## config.mk

```make
export PLATFORM = sky130hd
export DESIGN_NAME = lin_err_monitor
export DESIGN_NICKNAME = d
export VERILOG_FILES = /design/src/rtl/lin_mon_pkg.sv /design/src/rtl/lin_mon_datapath.sv /design/src/rtl/lin_mon_ctrl.sv /design/src/rtl/lin_err_monitor.sv
export SDC_FILE = /design/constraint.sdc
export NUM_CORES = 1
export LEC_CHECK = 0
export BUFFER_PORTS_ARGS = -buffer_cell sky130_fd_sc_hd__buf_2
export CORE_AREA = 10 10 86 88
export CTS_CLUSTER_DIAMETER = 100
export DETAILED_ROUTE_END_ITERATION = 8
export DIE_AREA = 0 0 96 98
export GPL_TIMING_DRIVEN = 1
export PLACE_DENSITY = 0.46
export SETUP_SLACK_MARGIN = 0.05
export SLEW_MARGIN = 0
export SYNTH_ARGS = -nofsm -noshare
export SYNTH_HDL_FRONTEND = slang
export SYNTH_SLANG_ARGS = --single-unit
```

## constraint.sdc

```tcl
create_clock -name clk -period 3.2 [get_ports clk]
set_input_delay 0.48 -clock clk [delete_from_list [all_inputs] [get_ports clk]]
set_output_delay 0.48 -clock clk [all_outputs]
set_load 0.03 [all_outputs]
```

## src/rtl/lin_mon_pkg.sv

```systemverilog
package lin_mon_pkg;
  localparam int FLAG_PHYS = 0;
  localparam int FLAG_BIT  = 1;
  localparam int FLAG_RDY  = 2;
  localparam int NUM_FLAGS = 3;

  typedef struct packed {
    logic shiftEn;
    logic shiftClr;
    logic capture;
    logic lowCount;
    logic lowClear;
  } dpCtrl_t;

  typedef struct packed {
    logic lowHit;
    logic bitMiss;
    logic byteMiss;
  } dpStat_t;
endpackage

```

## src/rtl/lin_mon_datapath.sv

```systemverilog
module lin_mon_datapath
  import lin_mon_pkg::*;
#(
  parameter int BYTE_W    = 8,
  parameter int LOW_LIMIT = 31
) (
  input  logic              clk,
  input  logic              rstN,
  input  logic              txBit,
  input  logic              rxBit,
  input  dpCtrl_t           dp,
  output dpStat_t           stat,
  output logic [BYTE_W-1:0] rxByte
);
  localparam int CNT_W = $clog2(LOW_LIMIT + 1);
  localparam logic [CNT_W-1:0] CNT_MAX = CNT_W'(LOW_LIMIT);
  localparam logic [CNT_W-1:0] CNT_PRE = CNT_W'(LOW_LIMIT - 1);

  logic [BYTE_W-1:0] txShift;
  logic [BYTE_W-1:0] rxShift;
  logic [CNT_W-1:0]  lowCnt;

  // serial assembly, first sample ends in bit 0
  always_ff @(posedge clk or negedge rstN) begin
    if (!rstN) begin
      txShift <= '0;
      rxShift <= '0;
    end else if (dp.shiftClr) begin
      txShift <= '0;
      rxShift <= '0;
    end else if (dp.shiftEn) begin
      txShift <= {txBit, txShift[BYTE_W-1:1]};
      rxShift <= {rxBit, rxShift[BYTE_W-1:1]};
    end
  end

  always_ff @(posedge clk or negedge rstN) begin
    if (!rstN)          rxByte <= '0;
    else if (dp.capture) rxByte <= rxShift;
  end

  // saturating dominant-run counter
  always_ff @(posedge clk or negedge rstN) begin
    if (!rstN) begin
      lowCnt <= '0;
    end else if (dp.lowClear) begin
      lowCnt <= '0;
    end else if (dp.lowCount) begin
      if (rxBit)                lowCnt <= '0;
      else if (lowCnt != CNT_MAX) lowCnt <= lowCnt + 1'b1;
    end
  end

  always_comb begin
    stat.lowHit   = dp.lowCount && !dp.lowClear && !rxBit && (lowCnt == CNT_PRE);
    stat.bitMiss  = txBit != rxBit;
    stat.byteMiss = txShift != rxShift;
  end
endmodule

```

## src/rtl/lin_mon_ctrl.sv

```systemverilog
module lin_mon_ctrl
  import lin_mon_pkg::*;
(
  input  logic                 clk,
  input  logic                 rstN,
  input  logic                 sampleEn,
  input  logic                 frameStart,
  input  logic                 frameActive,
  input  logic                 byteDone,
  input  logic                 breakWake,
  input  logic                 fastMode,
  input  logic [NUM_FLAGS-1:0] clrFlags,
  input  logic                 rxReadAck,
  input  dpStat_t              stat,
  output dpCtrl_t              dp,
  output logic [NUM_FLAGS-1:0] flags,
  output logic                 opBlocked
);
  logic strayByte;
  logic cmpBit;
  logic cmpByte;
  logic [NUM_FLAGS-1:0] setVec;

  always_comb begin
    dp.shiftEn  = sampleEn;
    dp.shiftClr = byteDone || frameStart;
    dp.capture  = byteDone;
    dp.lowCount = sampleEn && frameActive;
    dp.lowClear = frameStart || !frameActive;
  end

  always_comb begin
    strayByte = byteDone && !frameActive && !breakWake;
    cmpBit    = sampleEn && frameActive && fastMode && !opBlocked;
    cmpByte   = byteDone && frameActive && !fastMode && !opBlocked;
    setVec              = '0;
    setVec[FLAG_PHYS]   = stat.lowHit;
    setVec[FLAG_BIT]    = strayByte || (cmpBit && stat.bitMiss) || (cmpByte && stat.byteMiss);
    setVec[FLAG_RDY]    = strayByte;
  end

  always_ff @(posedge clk or negedge rstN) begin
    if (!rstN) begin
      flags <= '0;
    end else begin
      for (int i = 0; i < NUM_FLAGS; i++)
        flags[i] <= setVec[i] | (flags[i] & ~clrFlags[i]);
    end
  end

  always_ff @(posedge clk or negedge rstN) begin
    if (!rstN)          opBlocked <= 1'b0;
    else if (strayByte) opBlocked <= 1'b1;
    else if (rxReadAck) opBlocked <= 1'b0;
  end
endmodule

```

## src/rtl/lin_err_monitor.sv

```systemverilog
module lin_err_monitor
  import lin_mon_pkg::*;
#(
  parameter int BYTE_W    = 8,
  parameter int LOW_LIMIT = 31
) (
  input  logic              clk,
  input  logic              rstN,
  input  logic              sampleEn,
  input  logic              txBit,
  input  logic              rxBit,
  input  logic              frameStart,
  input  logic              frameActive,
  input  logic              byteDone,
  input  logic              breakWake,
  input  logic              fastMode,
  input  logic [2:0]        clrFlags,
  input  logic              rxReadAck,
  output logic              physErr,
  output logic              bitErr,
  output logic              rxReady,
  output logic              opBlocked,
  output logic [BYTE_W-1:0] rxByte
);
  dpCtrl_t dpCtl;
  dpStat_t dpSt;
  logic [NUM_FLAGS-1:0] flagVec;

  lin_mon_ctrl uCtrl (
    .clk(clk), .rstN(rstN), .sampleEn(sampleEn), .frameStart(frameStart),
    .frameActive(frameActive), .byteDone(byteDone), .breakWake(breakWake),
    .fastMode(fastMode), .clrFlags(clrFlags), .rxReadAck(rxReadAck),
    .stat(dpSt), .dp(dpCtl), .flags(flagVec), .opBlocked(opBlocked)
  );

  lin_mon_datapath #(.BYTE_W(BYTE_W), .LOW_LIMIT(LOW_LIMIT)) uDp (
    .clk(clk), .rstN(rstN), .txBit(txBit), .rxBit(rxBit),
    .dp(dpCtl), .stat(dpSt), .rxByte(rxByte)
  );

  assign physErr = flagVec[FLAG_PHYS];
  assign bitErr  = flagVec[FLAG_BIT];
  assign rxReady = flagVec[FLAG_RDY];
endmodule

```

Word-level counts from Yosys, hierarchy flattened
Cells that the tools add are included.
- flip-flop bits (word level): 33
- output and inout port bits: 12
- input port bits: 14
- word-level logic and storage cells: 58
- add/sub/neg operators: 1
- equality and inequality tests: 4
- multiplexer cells: 10
- bitwise gates (word level): 9
- reduce and logical (&&, ||, !) cells: 28
- operators with widths (kind ; number):
    $mux 8 ; 4
    $mux 5 ; 4
    $logic_and 1x1->1 ; 13
    $ne 8x8->1 ; 1
    $logic_not 1->1 ; 6
    $reduce_bool 2->1 ; 3
    $add 5x1->5 const B ; 1
    $eq 5x5->1 const B ; 1
    $ne 5x5->1 const B ; 1
    $logic_or 1x1->1 ; 4
    $and 1x1->1 ; 3
    $not 1->1 ; 3
    $or 1x1->1 ; 3
    $reduce_bool 3->1 ; 1
    $mux 1 ; 2
    $reduce_and 2->1 ; 1
    $ne 1x1->1 ; 1

Logic depth before layout (Yosys ltp)
Gate-level depths: netlist of the first run.
- depth in word-level cells: 7
- gate-level depth with buffers: 7
- depth with buffers taken out: 7

Hierarchy
A second synthesis of the first run with hierarchy kept.
- cell total of the unflattened synthesis: 141
- area, all modules: 1579.0 µm²
- modules (own cells, without submodules) (module ; cells an instance ; sequential area each (µm²) ; times used ; area an instance (µm²)):
    lin_mon_datapath ; 119 ; 725.7 ; 1 ; 1368.8
    lin_mon_ctrl ; 22 ; 100.1 ; 1 ; 210.2

Worst setup path before layout of the first run
Ideal clock, no wire load.
- path kind: reg-to-reg
- start: reg uDp.lowCnt[0]
- end: reg uDp.lowCnt[3]
- required time: 3.118 ns
- buffers on the path: 0
- cell stages (with the launch flop): 8
- clock period less this slack: 1.803 ns
- slack: 1.397 ns
- setup time: 0.082 ns
- arrival time: 1.721 ns
- cells stage by stage: dfrtp_1 -> ha_1 -> and3_1 -> ha_1 -> inv_2 -> nand4_1 -> or4_1 -> a31oi_1
- cells in the longest elaborated chain, start to end: 5
- elaborated cells between the ends (all ways): 8
- those cells by class: add/sub: 1; eq/ne: 1; mux: 4; reduce/logical: 2
- ends and longest elaborated chain (item ; RTL line ; source):
    from (decl) ; lin_mon_datapath.sv:21 ; logic [CNT_W-1:0] lowCnt;
    from (signal assigned) ; lin_mon_datapath.sv:50 ; else if (lowCnt != CNT_MAX) lowCnt <= lowCnt + 1'b1;
    $add 5x1->5 ; lin_mon_datapath.sv:50 ;
    $mux 5 ; lin_mon_datapath.sv:50 ;
    $mux 5 ; lin_mon_datapath.sv:49 ; if (rxBit) lowCnt <= '0;
    $mux 5 ; lin_mon_datapath.sv:48 ; end else if (dp.lowCount) begin
    $mux 5 ; lin_mon_datapath.sv:46 ; end else if (dp.lowClear) begin
Parallel ways exist; a longest one is shown, timed or not. The select of a mux whose other input is x is not followed.
A chain may end at the register's enable or synchronous reset.

Worst setup path in the final report of the first run
Same ends and word-level chain as after synthesis.

==> results.md, run 1 <==
- Antenna Violating Nets Remaining: 0
- Post-synth ARST share: 1.00
- Initial antenna violation count: 0
- Site Rows: 28
- Top Ports: 26
- Synth Register Bits: 33
- Post-synth EDFFs: 0
- Final Max Slew Viols: 0
- MaxCap Viol Count: 0
- Setup TNS: 0 ns
- Area Overhead vs Synth: 16.8%
- DRC viols: 0
- Worst-margin pin slew: between 0.7 and 0.8 ns
- Core area: between 5000 and 6000 sq um
- Hold-fix buffers at CTS: 0
- Post-Route WL: ~3600 um
- Minimum clock period: 2.01 ns
- Maximum number of pins on one net before global-route repair: 34
- Gpl congestion: approximately 0.76
- Ys flop type: dfrtp_1
- Final WS setup: 1.19 ns
- Initial Util: 0.270
- CTS max path bufs: 2
- Setup slack, reg-to-reg: roughly 1.2 ns
- Critical path data required time: around 3.4 ns
- Final Hold Vio Count: 0
- Clk_lat worst skew: 0.28 ns
- Syn_nets: 151
- # resized after CTS: 0
- Seq/Total Area, Yosys: 0.533
- Input/output buffers: 25
- NumNets Final: 177
- WHS: around 0.26 ns
- Pwr dens: 440 nW/um^2
- Leakage power total: just under 0.0009 uW
- Vias per cell: roughly 4.6
- CTS H-Tree Depth: 2
- Relative slew margins: 0.504
- Grt total ovfl: 0
- Die Y: 98 um
- Status: completed
- Share of cells above drive strength 1: 0.248
- CTS Sinks: 33
- RSZ-0062 raised after global routing: no
- Via count: about 1,100
- Max Freq: roughly 500 MHz
- Fillcell total: between 500 and 600
- Dpl ws: 1.23 ns
- DP HPWL: 2510 um
- Vias in the first global route: 1,229
- Clock skew: around 0.006 ns
- First-pass GRT wire length: a little over 6000 um
- CP Max Fanout: 5
- Critical path's slowest cell: dfrtp_1
- Aggregate global-route resource usage: 0.0827
- Multi-input gate area: approximately 660 sq um
- Mapped Avg Cell Area: roughly 12 sq um
- Mapped Cells: approximately 130
- # diodes: 0
- Average wire per standard cell: between 15 and 20 um
- Critical Path, Cell by Cell: ha_1 > and3_1 > ha_1 > inv_2 > nand4_1 > or4_1 > a31oi_1
- TritonCTS clock tree: built
- Drt first pass iters: 4
- Post-CTS Setup Inserts: 0
- Cell variety after synth: 32
- Crit path top cell by count: ha_1
- Kind of critical path: flip-flop to flip-flop
- CP arrival: approximately 2.2 ns
- Endpoints failing setup: 0
- Initial DRC count: 110
- Inserted Clock Buffers: 5
- CP max stage delay: ~0.42 ns
- HP Class: input port to async pin
- Cell Area, Synth: about 1600 sq um
- CP Launch Type: flip-flop
- Setup crit end kind: flip-flop
- CTS root buf: clkbuf_8
- Synth warn: 0
- Die X: 96 um
- DIE AREA: about 9400 sq um
- Peak VDD IR: between 0.2 and 0.25 mV
- Worst-path clk slew: approximately 0.07 ns
- FF/Latch Area: slightly above 800 sq um
- Fin crit share: 0.628
kinds of logic (layout without fill, tap and decap cells):
group / after synthesis / after routing / share of synthesized area
flip-flops: 33 / 33 / 0.533
adder cells (fa/ha/maj): 3 / 3 / 0.0242
multiplexers: 24 / 24 / 0.161
AO/OA/AOI/OAI: 15 / 15 / 0.0670
buffers and inverters: 12 / 39 / 0.0395
XOR/XNOR: 9 / 9 / 0.0509
AND/OR/NAND/NOR: 38 / 38 / 0.124
per-stage QoR:
stage / total power [uW] / util / area, sq um / std cells
finish: 797 / 0.315 / 1810 / 236
global route: 838 / 0.315 / 1810 / 236
CTS: 813 / 0.315 / 1810 / 236
detailed placement: 505 / 0.301 / 1730 / 228
global placement: 503 / 0.301 / 1730 / 228
floorplan: 477 / - / 1550 / 134
critical path: cells and delay by family, from the launching register on:
kind / cells / cell delay, ns
AOI/OAI and AO/OA: 1 / 0.17
adders and majority gates: 2 / 0.51
buffers and inverters: 1 / 0.09
DFF: 1 / 0.42
and+or+nand+nor: 3 / 0.74
registers in the layout, indices dropped and copies added (netlist names):
name and flops:
uDp.txShift 8, uDp.lowCnt 5, uDp.rxByte 8, uCtrl.opBlocked 1
uCtrl.flags 3, uDp.rxShift 8
worst paths after layout:
kind                                       end          start  cells past startpoint
max in group asynchronous       uDp.txShift[2]           rstN                      1
min in group clk                uCtrl.flags[2]    clrFlags[2]                      2
worst min register to register   uDp.rxByte[4]  uDp.rxByte[4]                      1
worst max register to register   uDp.lowCnt[3]  uDp.lowCnt[0]                      7
worst max-delay path             uDp.lowCnt[3]  uDp.lowCnt[0]                      7
worst min-delay path            uCtrl.flags[0]           rstN                      1
area by class of cell:
class / instances / area share
timing repair buffer: 25 / 0.0691
clock buffer: 8 / 0.0442
inverter: 6 / 0.0124
sequential: 33 / 0.456
tap: 75 / 0.0518
multi-input combinational: 89 / 0.366
Yosys cell counts (2+ instances only):
| library cell | number | area, sq um |
|---|---|---|
| nand2_1 | 2 | 7.51 |
| xnor2_1 | 9 | 78.8 |
| a2bb2oi_1 | 3 | 26.3 |
| o21ai_0 | 4 | 20.0 |
| a22oi_1 | 2 | 15.0 |
| inv_1 | 4 | 15.0 |
| nand4_1 | 4 | 25.0 |
| mux2_2 | 8 | 90.1 |
| ha_1 | 3 | 37.5 |
| dfrtp_1 | 33 | 826 |
| nand2b_1 | 3 | 18.8 |
| mux2i_1 | 16 | 160 |
| a31oi_1 | 2 | 12.5 |
| clkbuf_1 | 2 | 7.51 |
| buf_4 | 2 | 15.0 |
| inv_2 | 2 | 7.51 |
| nor2_1 | 20 | 75.1 |
routing by layer:
layer  track usage  vias up  part of all wire
met5             0        -                 0
met4        0.0363        0             0.017
met3        0.0276        9             0.060
met2         0.123       35              0.46
met1         0.105      533              0.47
li1              -      514                 -
power by group:
group	switching, uW	total, uW	internal, uW
Sequential	4.28	427	423
Clock	147	301	155
Combinational	44.8	68.8	24.0
Total	196	797	601
layout by cell type (no fill, tap or decap), types with 2 or more instances in the layout:
cell,n
dfrtp_1,33
clkbuf_1,3
buf_2,25
inv_2,2
a2bb2oi_1,3
mux2i_1,16
o21ai_0,4
ha_1,3
a22oi_1,2
nand2b_1,3
mux2_2,8
nand2_1,2
nor2_1,20
clkbuf_8,5
a31oi_1,2
inv_1,4
nand4_1,4
xnor2_1,9
No activity file was read; power rests on OpenSTA's default activity.
==> run 2, diff against run 1 <==
--- a/config.mk
+++ b/config.mk
@@ -11,7 +11,7 @@
 export DETAILED_ROUTE_END_ITERATION = 8
 export DIE_AREA = 0 0 96 98
 export GPL_TIMING_DRIVEN = 1
-export PLACE_DENSITY = 0.46
+export PLACE_DENSITY = 0.47
 export SETUP_SLACK_MARGIN = 0.05
 export SLEW_MARGIN = 0
 export SYNTH_ARGS = -nofsm -noshare
==> constraint.sdc (replaced) <==
create_clock -name clk -period 1.7 [get_ports clk]
set_input_delay 0.255 -clock clk [delete_from_list [all_inputs] [get_ports clk]]
set_output_delay 0.255 -clock clk [all_outputs]
set_load 0.03 [all_outputs]
==> results.md, run 2 (same netlist as run 1, synthesis figures left out) <==
- Antenna Violating Nets Remaining: 0
- Max Freq: slightly below 600 MHz
- Drt first pass iters: 4
- Critical path data required time: 1.91 ns
- CTS H-Tree Depth: 2
- Clk_lat worst skew: between 0.2 and 0.3 ns
- Setup crit end kind: flip-flop
- RSZ-0062 raised after global routing: yes
- Endpoints failing setup: 2
- Vias per cell: 4.61
- Setup TNS: -0.0285 ns
- Clock share of power: 0.412
- Share of cells above drive strength 1: 0.361
- First-pass GRT wire length: 5890 um
- Final Hold Vio Count: 0
- Final Max Slew Viols: 0
- CP Max Fanout: 4
- Die X: around 96 um
- MaxCap Viol Count: 0
- Initial antenna violation count: 0
- Post-Route WL: 3520 um
- DIE AREA: approximately 9400 sq um
- CTS max path bufs: 2
- DP HPWL: approximately 2500 um
- Pwr dens: 818 nW/um^2
- Vias in the first global route: around 1,200
- Reported net switching power: 389 uW
- Clock skew: around 0.005 ns
- NumNets Final: 185
- Most common cell after layout, fill and taps aside: dfrtp_1
- Failing checks: negative setup slack
- Top Ports: 26
- TritonCTS clock tree: built
- Total power draw: between 1500 and 2000 uW
- Area Overhead vs Synth: 26.4%
- CTS root buf: clkbuf_8
- Initial DRC count: 63
- Kind of critical path: flip-flop to flip-flop
- Final WS setup: -0.0219 ns
- Worst-margin pin slew: between 0.7 and 0.8 ns
- Area after DPL: about 1800 sq um
- Average wire per standard cell: ~14 um
- Fin crit share: 1.01
- Relative slew margins: 0.500
- Die Y: around 100 um
- Peak VDD IR: 0.443 mV
- Grt total ovfl: 0
- Leakage power total: 0.000942 uW
- Core area: about 5700 sq um
- DRC viols: 0
- Aggregate global-route resource usage: 0.0789
- Reg power frac: 0.501
- HP Class: input port to async pin
- Pint: about 1200 uW
- Gpl congestion: between 0.7 and 0.8
- Biggest regs: uDp.rxByte x8, uDp.rxShift x8, uDp.txShift x8
- Via count: 1,125
- Site Rows: 28
- # diodes: 0
- Initial Util: 0.270
- Power share of the combinational group: 0.087
- WHS: around 0.032 ns
- Maximum number of pins on one net before global-route repair: 34
- Finished Cell Area: around 2000 sq um
- Post-Route Utilization: 0.341
- CP Launch Type: flip-flop
- Worst-path clk slew: 0.07 ns
- CTS Sinks: 33
- Status: finished with violations
- Minimum clock period: 1.72 ns
- Most frequent cells in the layout: 33 x dfrtp_1, 25 x buf_2, 20 x nor2_1
- CP arrival: a little under 2 ns
- Inserted Clock Buffers: 5
- Hold-fix buffers at CTS: 0
- Switching share of power: 0.243
- Input/output buffers: 25
run 2: per-layer routing:
layer,share of wire,up-vias,global-route usage
met5,0,-,0
met4,0.016,0,0.0352
li1,-,542,-
met1,0.48,554,0.0957
met3,0.058,7,0.0299
met2,0.45,22,0.120
run 2: critical path: stages, from the launching register on:
cell	delay [ns]
dfrtp_1	0.38
ha_2	0.20
and3_4	0.19
ha_4	0.16
buf_4	0.13
buf_6	0.12
nand2b_4	0.14
a2bb2oi_2	0.13
a2bb2oi_2	0.12
nor2_1	0.09
run 2: per-stage QoR:
| step | instances | setup slack, ns |
|---|---|---|
| floorplan | 134 | -0.00721 |
| global placement | 235 | 0.0555 |
| detailed placement | 235 | -0.0272 |
| CTS | 243 | -0.0149 |
| global route | 244 | -0.142 |
| finish | 244 | -0.0219 |
run 2: power groups by stage:
| stage | clock network (uW) | logic, uW | registers [uW] |
|---|---|---|---|
| after floorplan | 0 | 64.1 | 834 |
| after global placement | 0 | 135 | 818 |
| after detailed placement | 0 | 136 | 819 |
| after CTS | 689 | 137 | 803 |
| after global routing | 730 | 155 | 804 |
| final | 661 | 139 | 803 |
run 2: worst paths after layout:
check / start / endpoint / slack [ns] / depth (start not counted)
setup reg to reg: uDp.lowCnt[1] / uDp.lowCnt[1] / -0.02 / 9
max in group asynchronous: rstN / uDp.rxShift[3] / 1.19 / 1
hold reg to reg: uDp.rxByte[0] / uDp.rxByte[0] / 0.50 / 1
setup / recovery: uDp.lowCnt[1] / uDp.lowCnt[1] / -0.02 / 9
hold / removal: rstN / uDp.txShift[1] / 0.03 / 1
min in group clk: clrFlags[2] / uCtrl.flags[2] / 0.15 / 2
run 2: repair_timing:
action | in CTS | in global routing
setup buffers | 0 | 1
pin swaps | 0 | 2
endpoints found under the setup margin | 1 | 5
gates resized for setup | 2 | 9
run 2: final cells by class:
type,count,area (sq um)
Clock inverter,1,5.00
Timing Repair Buffer,33,189
Multi-Input combinational cell,89,727
Inverter,6,22.5
Fill cell,598,3790
Sequential cell,33,826
Clock buffer,7,96.3
Tap cell,75,93.8
==> run 3, diff against run 2 <==
==> constraint.sdc (replaced) <==
create_clock -name clk -period 1.7 [get_ports clk]
set_input_delay 0 -clock clk [delete_from_list [all_inputs] [get_ports clk]]
set_output_delay 0 -clock clk [all_outputs]
set_load 0.03 [all_outputs]
==> results.md, run 3 (same netlist as run 1, synthesis figures left out) <==
- WHS Path Cells: 3
- Max Freq: roughly 590 MHz
- WP depth: 7
- Area Overhead vs Synth: 25.5%
- Setup crit end kind: flip-flop
- R2R depth: 7
- Inserted Clock Buffers: 5
- Setup TNS: 0 ns
- Input/output buffers: 25
- CTS root buf: clkbuf_8
- Kind of critical path: flip-flop to flip-flop
- First-pass GRT wire length: 6240 um
- Most frequent cells in the layout: 33 x dfrtp_1, 25 x buf_2, 20 x nor2_1
- Clk_lat worst skew: between 0.2 and 0.3 ns
- Initial Util: 0.270
- Die Y: about 98 um
- Die X: 96 um
- Delay-heaviest family, CP: simple AND/OR/NAND/NOR gates
- NumNets Final: 190
- Vias per cell: about 4.6
- CP endpoint: uDp.lowCnt[3]
- Top Ports: 26
- Worst-margin pin slew: 0.750 ns
- Site Rows: 28
- Endpoints failing setup: 0
- Clock skew: between 0.007 and 0.008 ns
- Maximum number of pins on one net before global-route repair: 34
- Gpl congestion: roughly 0.74
- Grt total ovfl: 0
- Via count: 1,132
- R2R Path Start: uDp.lowCnt[0]
- Critical Path Start: uDp.lowCnt[0]
- Leakage power total: 0.000939 uW
- R2r endpoint: uDp.lowCnt[3]
- DRC viols: 0
- Critical path's slowest cell: or4_1
- Minimum clock period: about 1.7 ns
- HP Class: input port to flip-flop
- CTS max path bufs: 2
- Vias in the first global route: roughly 1,200
- CP max stage delay: a little over 0.4 ns
- Setup slack, reg-to-reg: about 0.0036 ns
- Critical path data required time: roughly 1.9 ns
- MaxCap Viol Count: 0
- TritonCTS clock tree: built
- Pwr dens: about 760 nW/um^2
- Antenna Violating Nets Remaining: 0
- Fillcell total: 599
- Fin crit share: 0.998
- Initial antenna violation count: 0
- Core area: roughly 5700 sq um
- RSZ-0062 raised after global routing: yes
- DP HPWL: around 2400 um
- Biggest regs: uDp.rxByte x8, uDp.rxShift x8, uDp.txShift x8
- Worst-path clk slew: about 0.070 ns
- CP Launch Type: flip-flop
- # diodes: 0
- Relative slew margins: 0.500
- Average wire per standard cell: approximately 15 um
- CTS H-Tree Depth: 2
- WP buf/inv: 1
- Initial DRC count: 28
- Drt first pass iters: 2
- Final Max Slew Viols: 0
- Most common cell after layout, fill and taps aside: dfrtp_1
- WHS: approximately 0.0080 ns
- CP Max Fanout: 3
- DIE AREA: approximately 9400 sq um
- Post-Route WL: 3600 um
- CTS Sinks: 33
- Final Hold Vio Count: 0
- Critical Path, Cell by Cell: ha_2 > and3_4 > ha_4 > inv_2 > nand4_1 > or4_1 > a31oi_1
- Aggregate global-route resource usage: 0.0829
- Dpl ws: -0.00952 ns
- Status: completed
- Final WS setup: 0.00365 ns
- Peak VDD IR: between 0.4 and 0.5 mV
- CP arrival: ~1.9 ns
- Share of cells above drive strength 1: 0.320
[run 3: changes by cell type in the layout (fill, tap and decap cells not counted), moves of 2 or more]
cell | previous run | this run
dlygate4sd3_1 | 0 | 4
a2bb2oi_1 | 0 | 2
a2bb2oi_2 | 3 | 1
buf_4 | 7 | 9
clkbuf_8 | 7 | 5
[run 3: layout make-up]
class / count / area, sq um / area share
inverters: 6 / 22.5 / 0.0116
clock buffers: 5 / 68.8 / 0.0354
multi-input cells: 89 / 697 / 0.358
well taps: 75 / 93.8 / 0.0482
clock inverters: 1 / 5.00 / 0.00257
repair buffers: 38 / 233 / 0.120
flip-flops and latches: 33 / 826 / 0.424
[run 3: worst reg2reg max path, stage by stage (launching register included)]
cell     delay (ns)
dfrtp_1        0.38
ha_2           0.19
and3_4         0.18
ha_4           0.16
inv_2          0.06
nand4_1        0.10
or4_1          0.41
a31oi_1        0.13
[run 3: worst min path at each step]
stage                from  slack (ns)             end
CTS                 txBit       0.003  uDp.txShift[7]
detailed placement   rstN        0.12  uCtrl.flags[0]
global placement     rstN        0.11  uCtrl.flags[0]
floorplan            rstN       -0.30  uCtrl.flags[0]
finish              txBit       0.008  uDp.txShift[7]
global route        txBit        0.03  uDp.txShift[7]
[run 3: layer usage]
metal | vias up | global-route usage | share of wire
met4 | 0 | 0.0238 | 0.012
met3 | 7 | 0.0314 | 0.048
met1 | 556 | 0.116 | 0.51
met5 | - | 0 | 0
li1 | 547 | - | -
met2 | 22 | 0.114 | 0.43
[run 3: power breakdown]
| part | internal, uW | total [uW] | switching, uW |
|---|---|---|---|
| Sequential | 796 | 803 | 7.24 |
| Combinational | 55.5 | 143 | 87.7 |
| Clock | 269 | 542 | 273 |
| Total | 1120 | 1490 | 368 |
[run 3: through the flow]
stage / power, uW / util / std cells / cell area, sq um
2_1_floorplan: 898 / - / 134 / 1560
3_3_place_gp: 952 / 0.310 / 234 / 1780
3_5_place_dp: 953 / 0.310 / 234 / 1780
4_1_cts: 1510 / 0.335 / 245 / 1920
5_1_grt: 1580 / 0.339 / 247 / 1950
6_report: 1490 / 0.339 / 247 / 1950
[run 3: repair_timing]
action / in CTS / in global routing
hold buffers: 4 / 0
buffers inserted: 1 / 2
setup endpoints to repair: 2 / 3
resized for setup: 3 / 1
hold endpoints to repair: 36 / 0
pin swaps: 3 / 2
